### src/rtl/rr_arb_pkg.sv
package rr_arb_pkg;
    typedef enum logic [1:0] {
        ST_IDLE  = 2'd0,
        ST_WAIT  = 2'd1,
        ST_GRANT = 2'd2
    } arb_state_e;
endpackage

### src/rtl/rr_pick.sv
// Combinational winner selection: priority masters first (lowest index),
// otherwise first request found searching upward from the pointer.
module rr_pick #(
    parameter int N  = 4,
    parameter int PW = $clog2(N)
) (
    input  logic [N-1:0]  req,
    input  logic [N-1:0]  prio,
    input  logic [PW-1:0] ptr,
    output logic [PW-1:0] win,
    output logic          by_prio,
    output logic          any
);
    always_comb begin
        int idx;
        win     = '0;
        by_prio = 1'b0;
        any     = |req;
        idx     = 0;
        for (int i = N - 1; i >= 0; i--) begin
            if (req[i] && prio[i]) begin
                win     = PW'(i);
                by_prio = 1'b1;
            end
        end
        if (!by_prio) begin
            for (int k = N - 1; k >= 0; k--) begin
                idx = (int'(ptr) + k) % N;
                if (req[idx]) begin
                    win = PW'(idx);
                end
            end
        end
    end
endmodule

### src/rtl/arb_wait_timer.sv
// Down-counter for the request-to-grant delay.
module arb_wait_timer #(
    parameter int DW = 4
) (
    input  logic          clk,
    input  logic          rst,
    input  logic          load,
    input  logic [DW-1:0] load_val,
    input  logic          dec,
    output logic          last
);
    logic [DW-1:0] cnt;

    always_ff @(posedge clk) begin
        if (rst) begin
            cnt <= '0;
        end else if (load) begin
            cnt <= load_val;
        end else if (dec && cnt != '0) begin
            cnt <= cnt - DW'(1);
        end
    end

    assign last = (cnt == DW'(1));
endmodule

### src/rtl/rr_prio_arbiter.sv
module rr_prio_arbiter
    import rr_arb_pkg::*;
#(
    parameter int N     = 4,
    parameter int DLY_W = 4
) (
    input  logic             clk,
    input  logic             rst,
    input  logic [N-1:0]     req_i,
    input  logic [N-1:0]     prio_i,
    input  logic [DLY_W-1:0] delay_i,
    output logic [N-1:0]     gnt_o
);
    localparam int PW = (N > 1) ? $clog2(N) : 1;

    arb_state_e    state, nxt;
    logic [PW-1:0] ptr, sel, win;
    logic          sel_prio, by_prio, any;
    logic          take, grant_set, release_gnt, t_load, t_dec, t_last;

    rr_pick #(.N(N), .PW(PW)) u_pick (
        .req(req_i), .prio(prio_i), .ptr(ptr),
        .win(win), .by_prio(by_prio), .any(any)
    );

    arb_wait_timer #(.DW(DLY_W)) u_timer (
        .clk(clk), .rst(rst), .load(t_load), .load_val(delay_i),
        .dec(t_dec), .last(t_last)
    );

    // State register
    always_ff @(posedge clk) begin
        if (rst) state <= ST_IDLE;
        else     state <= nxt;
    end

    // Next state and control strobes
    always_comb begin
        nxt         = state;
        take        = 1'b0;
        grant_set   = 1'b0;
        release_gnt = 1'b0;
        t_load      = 1'b0;
        t_dec       = 1'b0;
        unique case (state)
            ST_IDLE: begin
                if (any) begin
                    take = 1'b1;
                    if (delay_i == '0) begin
                        nxt       = ST_GRANT;
                        grant_set = 1'b1;
                    end else begin
                        nxt    = ST_WAIT;
                        t_load = 1'b1;
                    end
                end
            end
            ST_WAIT: begin
                if (!req_i[sel]) begin
                    nxt = ST_IDLE;
                end else if (t_last) begin
                    nxt       = ST_GRANT;
                    grant_set = 1'b1;
                end else begin
                    t_dec = 1'b1;
                end
            end
            ST_GRANT: begin
                if (!req_i[sel]) begin
                    nxt         = ST_IDLE;
                    release_gnt = 1'b1;
                end
            end
            default: nxt = ST_IDLE;
        endcase
    end

    // Outputs, selection and pointer
    always_ff @(posedge clk) begin
        if (rst) begin
            gnt_o    <= '0;
            ptr      <= '0;
            sel      <= '0;
            sel_prio <= 1'b0;
        end else begin
            if (take) begin
                sel      <= win;
                sel_prio <= by_prio;
            end
            if (grant_set) begin
                gnt_o <= N'(1) << (take ? win : sel);
            end else if (release_gnt) begin
                gnt_o <= '0;
                if (!sel_prio) ptr <= PW'((int'(sel) + 1) % N);
            end
        end
    end

    assert_onehot_grant_R1: assert property (@(posedge clk) disable iff (rst)
        $onehot0(gnt_o));

    assert_idle_next_clock_R3: assert property (@(posedge clk) disable iff (rst)
        (state == ST_IDLE && req_i != '0 && delay_i == '0) |=> gnt_o != '0);

    assert_priority_wins_R4: assert property (@(posedge clk) disable iff (rst)
        (state == ST_IDLE && (req_i & prio_i) != '0 && delay_i == '0)
        |=> (gnt_o & $past(prio_i)) != '0);

    assert_hold_grant_R7: assert property (@(posedge clk) disable iff (rst)
        (gnt_o != '0 && (gnt_o & req_i) != '0) |=> gnt_o == $past(gnt_o));

    assert_release_grant_R8: assert property (@(posedge clk) disable iff (rst)
        (gnt_o != '0 && (gnt_o & req_i) == '0) |=> gnt_o == '0);

    assert_reset_clears_R9: assert property (@(posedge clk)
        rst |=> gnt_o == '0);

    assert_grant_was_requested_R10: assert property (@(posedge clk) disable iff (rst)
        gnt_o != '0 |-> ($past(req_i) & gnt_o) != '0);
endmodule

### config.mk
export PLATFORM = sky130hd
export DESIGN_NAME = rr_prio_arbiter
export DESIGN_NICKNAME = d
export VERILOG_FILES = /design/src/rtl/rr_arb_pkg.sv /design/src/rtl/rr_pick.sv /design/src/rtl/arb_wait_timer.sv /design/src/rtl/rr_prio_arbiter.sv
export SDC_FILE = /design/constraint.sdc
export NUM_CORES = 1
export LEC_CHECK = 0
export CAP_MARGIN = 0
export CORE_ASPECT_RATIO = 1.1
export CORE_MARGIN = 5
export CORE_UTILIZATION = 54
export DETAILED_ROUTE_END_ITERATION = 7
export PLACE_DENSITY = 0.82
export SYNTH_ARGS = -nofsm -noshare
export SYNTH_HDL_FRONTEND = slang
export SYNTH_SLANG_ARGS = --single-unit
### constraint.sdc
create_clock -name clk -period 3.43 [get_ports clk]
set_input_delay 0.5145 -clock clk [delete_from_list [all_inputs] [get_ports clk]]
set_output_delay 0.5145 -clock clk [all_outputs]
set_load 0.05 [all_outputs]
==> results_dict.tcl, run 1 <==
set metrics [dict create \
    yosys_warnings 0 \
    worst_ir_drop_vdd_v 0.0002605 \
    holdCritPathClass "flop to flop" \
    max_cap_viol_count 0 \
    tritoncts "yes" \
    placement.io_buffers 17 \
    place_hpwl_microns 1842 \
    fraction_of_power_consumed_by_combinational_cells 0.366 \
    drc_markers 0 \
    final_area_sq_um 1151 \
    combined_global_route_utilization_of_all_metal_layers 0.1890 \
    die_area_sq_um 2733 \
    timing.slew.headroom 0.4640 \
    final_hold_viol_count 0 \
    timing.setup.critical_path_class "input port to flop" \
    report.final.slew_viol_count 0 \
    dpl-instance-area_sq_um 1125 \
    finalSetupTns_ns 0 \
    setup.worst_path.start_class "input port" \
    number_of_primary_i_o_pins 18 \
    last_weighted_congestion_value_of_the_routability_driven_placer 0.8077 \
    n_antenna_cell 0 \
    finalClockSkew_ns 0.007566 \
    drt-initial-drc-count 23 \
    crit_fanout 15 \
    seq_power_share 0.425 \
    htree_levels 1 \
    setup_violations 0 \
    worstMarginPinSlew_ns 0.7996 \
    place_worst_setup_slack_ns 0.6850 \
    post-cts-setup-buffers 0 \
    postRouteWirelength_microns 2360 \
    dr.pass1.iters 4 \
    p_sw_mw 0.1877 \
    ys.flop_type "sky130_fd_sc_hd__dfxtp_1" \
    avgRoutedWirePerCell_microns 16.39 \
    postRouteAntennaNets 0 \
    proportion_of_power_drawn_by_the_clock_network 0.209 \
    synth.most_common_cell "sky130_fd_sc_hd__dfxtp_1" \
    setup_repair_after_global_routing_missed_its_margin "false" \
    status "completed" \
    cell_count_after_placement 140 \
    share_of_layout_cells_above_drive_strength_1 0.1190 \
    worst_skew_pair.late_latency_ns 0.29 \
    power.internal_mw 0.3192 \
    fmax_mhz 398.3 \
    syn_avg_cell_area_sq_um 8.770 \
    path_clk_slew_ns 0.09 \
    cellPowerDensity_nw_per_um2 440.3 \
    ys_top_cells_by_area "sky130_fd_sc_hd__dfxtp_1 31%, sky130_fd_sc_hd__nor2_1 5.1%, sky130_fd_sc_hd__a32o_1 4.2%, sky130_fd_sc_hd__mux2i_1 4.2%, sky130_fd_sc_hd__nor4_2 3.9%" \
    synth_area_sq_um 964.7 \
    cts.sink_count 15 \
    synth.distinct_cells 43 \
    endpoint_kind "flop" \
    initial_core_util 0.5539 \
    rows 16 \
    fp.dieH_microns 54.33 \
    layout_worst_path_cycle_share 0.7319 \
    synthesis.instances 110 \
    seq_area_frac_synth 0.3113 \
    cts.repair.resized 0 \
    grt_pass1_wl_microns 3946 \
    root_buffer "sky130_fd_sc_hd__clkbuf_4" \
    route.detailed.vias_per_inst 6.368 \
    areaGrowthSynthToFinish_pct 19.33 \
    cp_data_arrival_time_ns 2.74 \
    min_period_ns 2.511 \
    final_nets 143 \
    worst_path_required_time_ns 3.66 \
    clk_path_buf_depth 2 \
    async_flop_share 0 \
    grt_overflow_total 0 \
    coreArea_sq_um 1742 \
    stdcell_count 144 \
    number_of_global_route_vias_before_repair 910 \
    p_leak_nw 0.4015 \
    initial_antenna_violation_count 0 \
    die_w_microns 50.30 \
    synth-seq-cells 15 \
    tritoncts.num_buffers 3 \
    cts.hold.buffers_added 0 \
    fin_ws_ns 0.9195 \
    synth.top_cells.by_count "15 x sky130_fd_sc_hd__dfxtp_1, 13 x sky130_fd_sc_hd__nor2_1, 8 x sky130_fd_sc_hd__inv_1, 7 x sky130_fd_sc_hd__nand2_1, 5 x sky130_fd_sc_hd__a21oi_1" \
    synth_top_area_share 0.3113 \
    switching_share 0.3704 \
    dr_vias 917 \
    largest_net_degree_at_the_start_of_global_routing 16 \
    synth_top_area_cell "sky130_fd_sc_hd__dfxtp_1" \
    postSynthNetCount 126 \
    synth_edf_count 0 \
]
==> logic make-up (layout without fill, tap and decap cells) <==
| logic type | Yosys count | in the layout | synth area share |
|---|---|---|---|
| and+or+nand+nor | 38 | 38 | 0.2296 |
| AOI/OAI and AO/OA | 37 | 37 | 0.3178 |
| adders and majority gates | 2 | 2 | 0.02594 |
| xor gates and xnor gates | 1 | 1 | 0.009081 |
| buffers and inverters | 13 | 29 | 0.06485 |
| DFF | 15 | 15 | 0.3113 |
| muxes | 4 | 4 | 0.04151 |
==> worst paths after layout <==
| kind | end | depth (start not counted) | slack, ns | from |
|---|---|---|---|---|
| worst max-delay path | gnt_o[1] | 6 | 0.92 | req_i[1] |
| worst min-delay path | gnt_o[0] | 1 | 0.48 | gnt_o[0] |
| worst max register to register | gnt_o[1] | 4 | 1.35 | state[1] |
| worst min register to register | gnt_o[0] | 1 | 0.48 | gnt_o[0] |
==> power by group through the flow <==
| stage | Combinational, mW | Sequential (mW) | Clock (mW) |
|---|---|---|---|
| floorplan | 0.140 | 0.215 | 0 |
| global placement | 0.179 | 0.218 | 0 |
| detailed placement | 0.186 | 0.219 | 0 |
| CTS | 0.187 | 0.215 | 0.106 |
| global route | 0.203 | 0.219 | 0.118 |
| finish | 0.186 | 0.216 | 0.106 |
==> final cells by class <==
type,instances,area [sq um]
Sequential cell,15,300.3
Tap cell,18,22.52
Multi-Input combinational cell,82,601.8
Clock buffer,4,26.28
Inverter,8,30.03
Timing Repair Buffer,17,170.2
Fill cell,158,590.6
==> cells in the final DEF (no fill, tap or decap), types with 3 or more instances in the layout <==
master,n
sky130_fd_sc_hd__dfxtp_1,15
sky130_fd_sc_hd__nor4_2,3
sky130_fd_sc_hd__nand2_1,7
sky130_fd_sc_hd__clkdlybuf4s50_1,17
sky130_fd_sc_hd__clkbuf_4,3
sky130_fd_sc_hd__nor3_1,3
sky130_fd_sc_hd__a21oi_1,5
sky130_fd_sc_hd__nor2_1,13
sky130_fd_sc_hd__a211o_1,3
sky130_fd_sc_hd__mux2i_1,4
sky130_fd_sc_hd__a32o_1,4
sky130_fd_sc_hd__inv_1,8
==> per-layer routing <==
| metal | vias to the layer above | GRT usage | part of all wire |
|---|---|---|---|
| li1 | 456 | - | - |
| met1 | 430 | 0.2059 | 0.43 |
| met2 | 25 | 0.3452 | 0.51 |
| met3 | 6 | 0.04087 | 0.032 |
| met4 | 0 | 0.09787 | 0.022 |
| met5 | - | 0 | 0 |
==> critical path: stages <==
cell	delay (ns)
sky130_fd_sc_hd__clkdlybuf4s50_1	0.63
sky130_fd_sc_hd__nor4_2	0.12
sky130_fd_sc_hd__nor3_2	0.62
sky130_fd_sc_hd__a2bb2oi_1	0.15
sky130_fd_sc_hd__nor3_1	0.45
sky130_fd_sc_hd__a32o_1	0.25
==> metrics by stage <==
stage          hold slack, ns  total power [mW]  utilization
3_3_place_gp           0.4564            0.3972       0.6458
2_1_floorplan          0.4764            0.3554            -
6_report               0.4792            0.5069       0.6609
5_1_grt                0.5171            0.5404       0.6609
3_5_place_dp           0.4632            0.4054       0.6458
4_1_cts                0.4885            0.5079       0.6609
==> state kept, by name, indices dropped and copies added, names as in the netlist <==
name / flops
state: 2
gnt_o: 4
ptr: 2
u_timer.cnt: 4
sel: 2
sel_prio: 1
No activity file was read; power rests on OpenSTA's default activity.
==> run 2, diff against run 1 <==
--- a/config.mk
+++ b/config.mk
@@ -8,9 +8,9 @@
 export CAP_MARGIN = 0
 export CORE_ASPECT_RATIO = 1.1
 export CORE_MARGIN = 5
-export CORE_UTILIZATION = 54
+export CORE_UTILIZATION = 45
 export DETAILED_ROUTE_END_ITERATION = 7
-export PLACE_DENSITY = 0.82
+export PLACE_DENSITY = 0.73
 export SYNTH_ARGS = -nofsm -noshare
 export SYNTH_HDL_FRONTEND = slang
 export SYNTH_SLANG_ARGS = --single-unit
==> constraint.sdc (replaced) <==
create_clock -name clk -period 2.3 [get_ports clk]
set_input_delay 0.345 -clock clk [delete_from_list [all_inputs] [get_ports clk]]
set_output_delay 0.345 -clock clk [all_outputs]
set_load 0.05 [all_outputs]
==> run 2 against run 1 <==
Compared with the run above: non-clock buffer count rose by 8; die area grew 16%; register-to-register slack worse by 0.78 ns; via count up 2.7%; sequential power increased by 49%; worst setup slack worse by 0.55 ns; cell area is 6.4% higher; critical path type unchanged; critical endpoint is now gnt_o[3]; largest cell class unchanged; largest power group unchanged; highest routed layer unchanged.
==> results_dict.tcl, run 2 (same netlist as run 1, synthesis figures left out) <==
set metrics [dict create \
    avgRoutedWirePerCell_microns 14.10 \
    fmax_mhz 518.0 \
    path_delay_family "compound AO/OA/AOI/OAI gates" \
    worst_path_required_time_ns 2.53 \
    cellPowerDensity_nw_per_um2 626.6 \
    coreArea_sq_um 2021 \
    route.detailed.vias_per_inst 5.815 \
    timing.setup.critical_path_class "input port to flop" \
    die_area_sq_um 3171 \
    postRouteWirelength_microns 2285 \
    final_hold_viol_count 0 \
    worst_skew_pair.late_latency_ns 0.29 \
    seq_power_share 0.418 \
    placement.io_buffers 17 \
    largest_net_degree_at_the_start_of_global_routing 11 \
    max_cap_viol_count 0 \
    cp_capture_point "gnt_o[3]" \
    initial_antenna_violation_count 0 \
    rows 17 \
    min_period_ns 1.930 \
    drt-initial-drc-count 17 \
    cts.sink_count 15 \
    worst-path-buf-inv 1 \
    grt_pass1_wl_microns 3829 \
    crit_fanout 7 \
    cp_data_arrival_time_ns 2.17 \
    regToRegStartpoint "sel[0]" \
    initial_core_util 0.4774 \
    hold-worst-slack_ns 0.4782 \
    setup_repair_after_global_routing_missed_its_margin "false" \
    p_leak_nw 0.4441 \
    tritoncts.num_buffers 3 \
    finalClockSkew_ns 0.002759 \
    place_worst_setup_slack_ns 0.08128 \
    share_of_layout_cells_above_drive_strength_1 0.1791 \
    switching_share 0.3639 \
    htree_levels 1 \
    setup_violations 0 \
    clk_path_buf_depth 2 \
    power.internal_mw 0.4882 \
    status "completed" \
    worstMarginPinSlew_ns 0.5941 \
    place_hpwl_microns 1800 \
    slowest_stage_delay_on_critical_path_ns 0.62 \
    layout.core_utilization 0.6062 \
    layout.cells.most_common_list "17 x sky130_fd_sc_hd__clkdlybuf4s50_1, 15 x sky130_fd_sc_hd__dfxtp_1, 13 x sky130_fd_sc_hd__nor2_1, 8 x sky130_fd_sc_hd__inv_1, 8 x sky130_fd_sc_hd__buf_4" \
    combined_global_route_utilization_of_all_metal_layers 0.1637 \
    proportion_of_power_drawn_by_the_clock_network 0.200 \
    timing.critical_path.from "req_i[3]" \
    report.power.total_mw 0.7676 \
    setup.worst_path.start_class "input port" \
    final_nets 151 \
    post-cts-setup-buffers 0 \
    fin_ws_ns 0.3695 \
    finalSetupTns_ns 0 \
    ff2ff_path_depth 5 \
    layout_top_registers "gnt_o x4, u_timer.cnt x4" \
    n_antenna_cell 0 \
    ff_to_ff_setup_slack_ns 0.57 \
    number_of_global_route_vias_before_repair 911 \
    report.final.slew_viol_count 0 \
    reg2reg_to "gnt_o[3]" \
    layout_worst_path_cycle_share 0.8393 \
    postRouteAntennaNets 0 \
    root_buffer "sky130_fd_sc_hd__clkbuf_4" \
    dr.pass1.iters 4 \
    grt_overflow_total 0 \
    timing.slew.headroom 0.6007 \
    fp.dieH_microns 58.56 \
    drc_markers 0 \
    crit_path_top_delay_cell "sky130_fd_sc_hd__clkdlybuf4s50_1" \
    path_clk_slew_ns 0.09 \
    layout_commonest_cell "sky130_fd_sc_hd__clkdlybuf4s50_1" \
    die_w_microns 54.15 \
    multi_input_combinational_cell_area_sq_um 601.8 \
    number_of_primary_i_o_pins 18 \
    cts.repair.resized 0 \
    fraction_of_power_consumed_by_combinational_cells 0.381 \
    sequential_standard_cell_area_sq_um 300.3 \
    worst_ir_drop_vdd_v 0.0003627 \
    areaGrowthSynthToFinish_pct 26.98 \
    critical_path_cell_by_cell "clkdlybuf4s50_1 > mux2i_1 > o22a_2 > a2bb2oi_1 > nor3_1 > a32o_1" \
    tritoncts "yes" \
    dr_vias 942 \
    endpoint_kind "flop" \
    holdCritPathClass "flop to flop" \
    p_sw_mw 0.2794 \
    last_weighted_congestion_value_of_the_routability_driven_placer 0.8338 \
    cts.hold.buffers_added 0 \
    cp_num_cells 6 \
    filler_cell_count_in_the_final_layout 190 \
]
## run 2: cell count changes in the layout (fill, tap and decap cells not counted), sizes merged
cell    previous run  this run
buf                0         8
clkbuf             4         3
clkinv             0         1
## run 2: metal layers
layer / vias to the layer above / share of wire / global-route usage
met1: 455 / 0.46 / 0.2012
li1: 470 / - / -
met4: 0 / 0.011 / 0.05338
met3: 4 / 0.039 / 0.06329
met2: 13 / 0.49 / 0.2581
met5: - / 0 / 0
## run 2: final cells by class
type,count,share of cell area
sequential,15,0.2451
inverter,8,0.02451
clock buffer,3,0.01839
timing repair buffer,25,0.1879
multi-input combinational,82,0.4913
tap,28,0.02860
clock inverter,1,0.004086
## run 2: worst min-delay path by stage
stage,start,to,slack [ns],cells past startpoint
2_1_floorplan,rst,u_timer.cnt[0],0.41,1
3_3_place_gp,gnt_o[3],gnt_o[3],0.46,1
3_5_place_dp,gnt_o[0],gnt_o[0],0.46,1
4_1_cts,gnt_o[0],gnt_o[0],0.48,1
5_1_grt,gnt_o[0],gnt_o[0],0.51,1
6_report,gnt_o[0],gnt_o[0],0.48,1
## run 2: through the flow
stage                     cell area (sq um)  cells
final                                  1225    162
after global routing                   1225    162
after CTS                              1225    162
after detailed placement               1197    158
after global placement                 1197    158
after floorplan                       964.7    110
## run 2: power groups by stage
stage               clock network, mW  registers (mW)  logic, mW
finish                          0.154           0.321      0.293
global placement                    0           0.325      0.285
floorplan                           0           0.321      0.209
global route                    0.172           0.326      0.323
CTS                             0.162           0.321      0.292
detailed placement                  0           0.326      0.291
==> run 3, diff against run 2 <==
--- a/config.mk
+++ b/config.mk
@@ -8,9 +8,9 @@
 export CAP_MARGIN = 0
 export CORE_ASPECT_RATIO = 1.1
 export CORE_MARGIN = 5
-export CORE_UTILIZATION = 45
+export CORE_UTILIZATION = 50
 export DETAILED_ROUTE_END_ITERATION = 7
-export PLACE_DENSITY = 0.73
+export PLACE_DENSITY = 0.77
 export SYNTH_ARGS = -nofsm -noshare
 export SYNTH_HDL_FRONTEND = slang
 export SYNTH_SLANG_ARGS = --single-unit
==> constraint.sdc (replaced) <==
create_clock -name clk -period 1.8 [get_ports clk]
set_input_delay 0.27 -clock clk [delete_from_list [all_inputs] [get_ports clk]]
set_output_delay 0.27 -clock clk [all_outputs]
set_load 0.05 [all_outputs]
==> run 3 against run 2 <==
Compared with the run above: via count rose by 8.2%; core utilization rose by 15 points; cell count rose by 1.9%; sequential cell count did not move; global-route usage rose by 3.8 points; clock power rose by 25%; wire length rose by 15%; critical path type is now flop to output port; largest power group is now combinational cells.
==> results_dict.tcl, run 3 (same netlist as run 1, synthesis figures left out) <==
set metrics [dict create \
    status "completed" \
    finalSetupTns_ns 0 \
    layout_worst_path_cycle_share 0.9515 \
    initial_antenna_violation_count 0 \
    place_hpwl_microns 2130 \
    finalClockSkew_ns 0.005421 \
    cell_count_after_placement 161 \
    n_antenna_cell 0 \
    layout.core_utilization 0.7576 \
    grt_pass1_wl_microns 4471 \
    cellPowerDensity_nw_per_um2 760.9 \
    p_sw_mw 0.3782 \
    setup_violations 0 \
    path_delay_family "buffers and inverters" \
    die_w_microns 51.88 \
    tritoncts "yes" \
    route.detailed.vias_per_inst 6.176 \
    dr.pass1.iters 4 \
    timing.setup.critical_path_class "flop to output port" \
    crit_fanout 2 \
    initial_core_util 0.5354 \
    layout_commonest_cell "sky130_fd_sc_hd__buf_4" \
    fmax_mhz 583.9 \
    layout_top_registers "gnt_o x4, u_timer.cnt x4" \
    ff_to_ff_setup_slack_ns 0.16 \
    fraction_of_power_consumed_by_combinational_cells 0.425 \
    drt-initial-drc-count 19 \
    worstMarginPinSlew_ns 0.5053 \
    rows 16 \
    setup_repair_after_global_routing_missed_its_margin "false" \
    cts.hold.buffers_added 0 \
    max_cap_viol_count 0 \
    final_nets 164 \
    stdcell_count 165 \
    layout.cells.most_common_list "21 x sky130_fd_sc_hd__buf_4, 14 x sky130_fd_sc_hd__dfxtp_1, 13 x sky130_fd_sc_hd__nor2_1, 13 x sky130_fd_sc_hd__clkdlybuf4s50_1, 8 x sky130_fd_sc_hd__inv_1" \
    post-cts-setup-buffers 0 \
    min_period_ns 1.713 \
    report.final.slew_viol_count 0 \
    grt_overflow_total 0 \
    coreArea_sq_um 1802 \
    clk_path_buf_depth 2 \
    dr_vias 1019 \
    areaGrowthSynthToFinish_pct 41.50 \
    largest_net_degree_at_the_start_of_global_routing 11 \
    critical_path_cell_by_cell "clkdlybuf4s50_1" \
    fin_ws_ns 0.08725 \
    fp.dieH_microns 56.07 \
    avgRoutedWirePerCell_microns 15.87 \
    proportion_of_power_drawn_by_the_clock_network 0.186 \
    share_of_layout_cells_above_drive_strength_1 0.2857 \
    combined_global_route_utilization_of_all_metal_layers 0.2013 \
    path_clk_slew_ns 0.09 \
    seq_power_share 0.389 \
    switching_share 0.3641 \
    last_weighted_congestion_value_of_the_routability_driven_placer 0.8647 \
    tritoncts.num_buffers 3 \
    number_of_global_route_vias_before_repair 1077 \
    place_worst_setup_slack_ns -0.3166 \
    holdCritPathClass "flop to flop" \
    endpoint_kind "output port" \
    drc_markers 0 \
    timing.slew.headroom 0.6620 \
    worst_path_required_time_ns 1.53 \
    number_of_primary_i_o_pins 18 \
    postRouteAntennaNets 0 \
    worst_ir_drop_vdd_v 0.0006192 \
    die_area_sq_um 2909 \
    power.internal_mw 0.6604 \
    cts.sink_count 15 \
    postRouteWirelength_microns 2619 \
    final_hold_viol_count 0 \
    p_leak_nw 0.5551 \
    htree_levels 1 \
    placement.io_buffers 17 \
    crit_path_top_delay_cell "sky130_fd_sc_hd__clkdlybuf4s50_1" \
    cp_data_arrival_time_ns 1.44 \
    filler_cell_count_in_the_final_layout 139 \
    worst-path-buf-inv 1 \
    slowest_stage_delay_on_critical_path_ns 0.81 \
    setup.worst_path.start_class "flop" \
    worst_skew_pair.late_latency_ns 0.28 \
    root_buffer "sky130_fd_sc_hd__clkbuf_4" \
]
## run 3: cell count changes in the layout (fill, tap and decap cells not counted), moves of 3 or more
cell,delta
sky130_fd_sc_hd__nor4_4,+3
sky130_fd_sc_hd__dlymetal6s2s_1,+4
sky130_fd_sc_hd__nor4_2,-3
sky130_fd_sc_hd__clkdlybuf4s50_1,-4
sky130_fd_sc_hd__buf_4,+13
## run 3: cell type report
type / count / area, sq um / share of cell area
Multi-Input combinational cell: 82 / 645.6 / 0.4730
Timing Repair Buffer: 38 / 337.8 / 0.2475
Sequential cell: 15 / 301.5 / 0.2209
Inverter: 8 / 30.03 / 0.02200
Clock buffer: 3 / 22.52 / 0.01650
Tap cell: 18 / 22.52 / 0.01650
Clock inverter: 1 / 5.005 / 0.003666
## run 3: per-layer routing
metal	global-route usage	vias to the layer above	wire, microns	share of wire
met1	0.2104	500	1027	0.39
met2	0.3824	20	1483	0.57
met4	0.06742	0	18	0.0069
li1	-	495	-	-
met3	0.03753	4	89	0.034
met5	0	-	0	0
## run 3: what timing repair did
item / 4_1_cts / 5_1_grt
cloned: 0 / 0
resized for setup: 1 / 11
pin swaps: 0 / 2
endpoints found under the setup margin: 4 / 9
## run 3: power by group through the flow
stage / sequential, mW / combinational (mW) / clock, mW
6_report: 0.404 / 0.442 / 0.193
5_1_grt: 0.410 / 0.482 / 0.218
4_1_cts: 0.402 / 0.428 / 0.202
3_5_place_dp: 0.410 / 0.425 / 0
3_3_place_gp: 0.408 / 0.409 / 0
2_1_floorplan: 0.410 / 0.267 / 0
## run 3: worst paths after layout
check | cells after the start | from | endpoint
max | 1 | gnt_o[2] | gnt_o[2]
max reg2reg | 6 | u_timer.cnt[0] | u_timer.cnt[1]
min reg2reg | 1 | gnt_o[3] | gnt_o[3]
min | 1 | gnt_o[3] | gnt_o[3]
## run 3: per-stage QoR
stage / hold WS (ns) / instance area [sq um] / power (mW)
2_1_floorplan: 0.3389 / 964.7 / 0.6772
3_3_place_gp: 0.4546 / 1282 / 0.8166
3_5_place_dp: 0.4619 / 1282 / 0.8350
4_1_cts: 0.4893 / 1315 / 1.031
5_1_grt: 0.5197 / 1365 / 1.110
6_report: 0.4799 / 1365 / 1.039
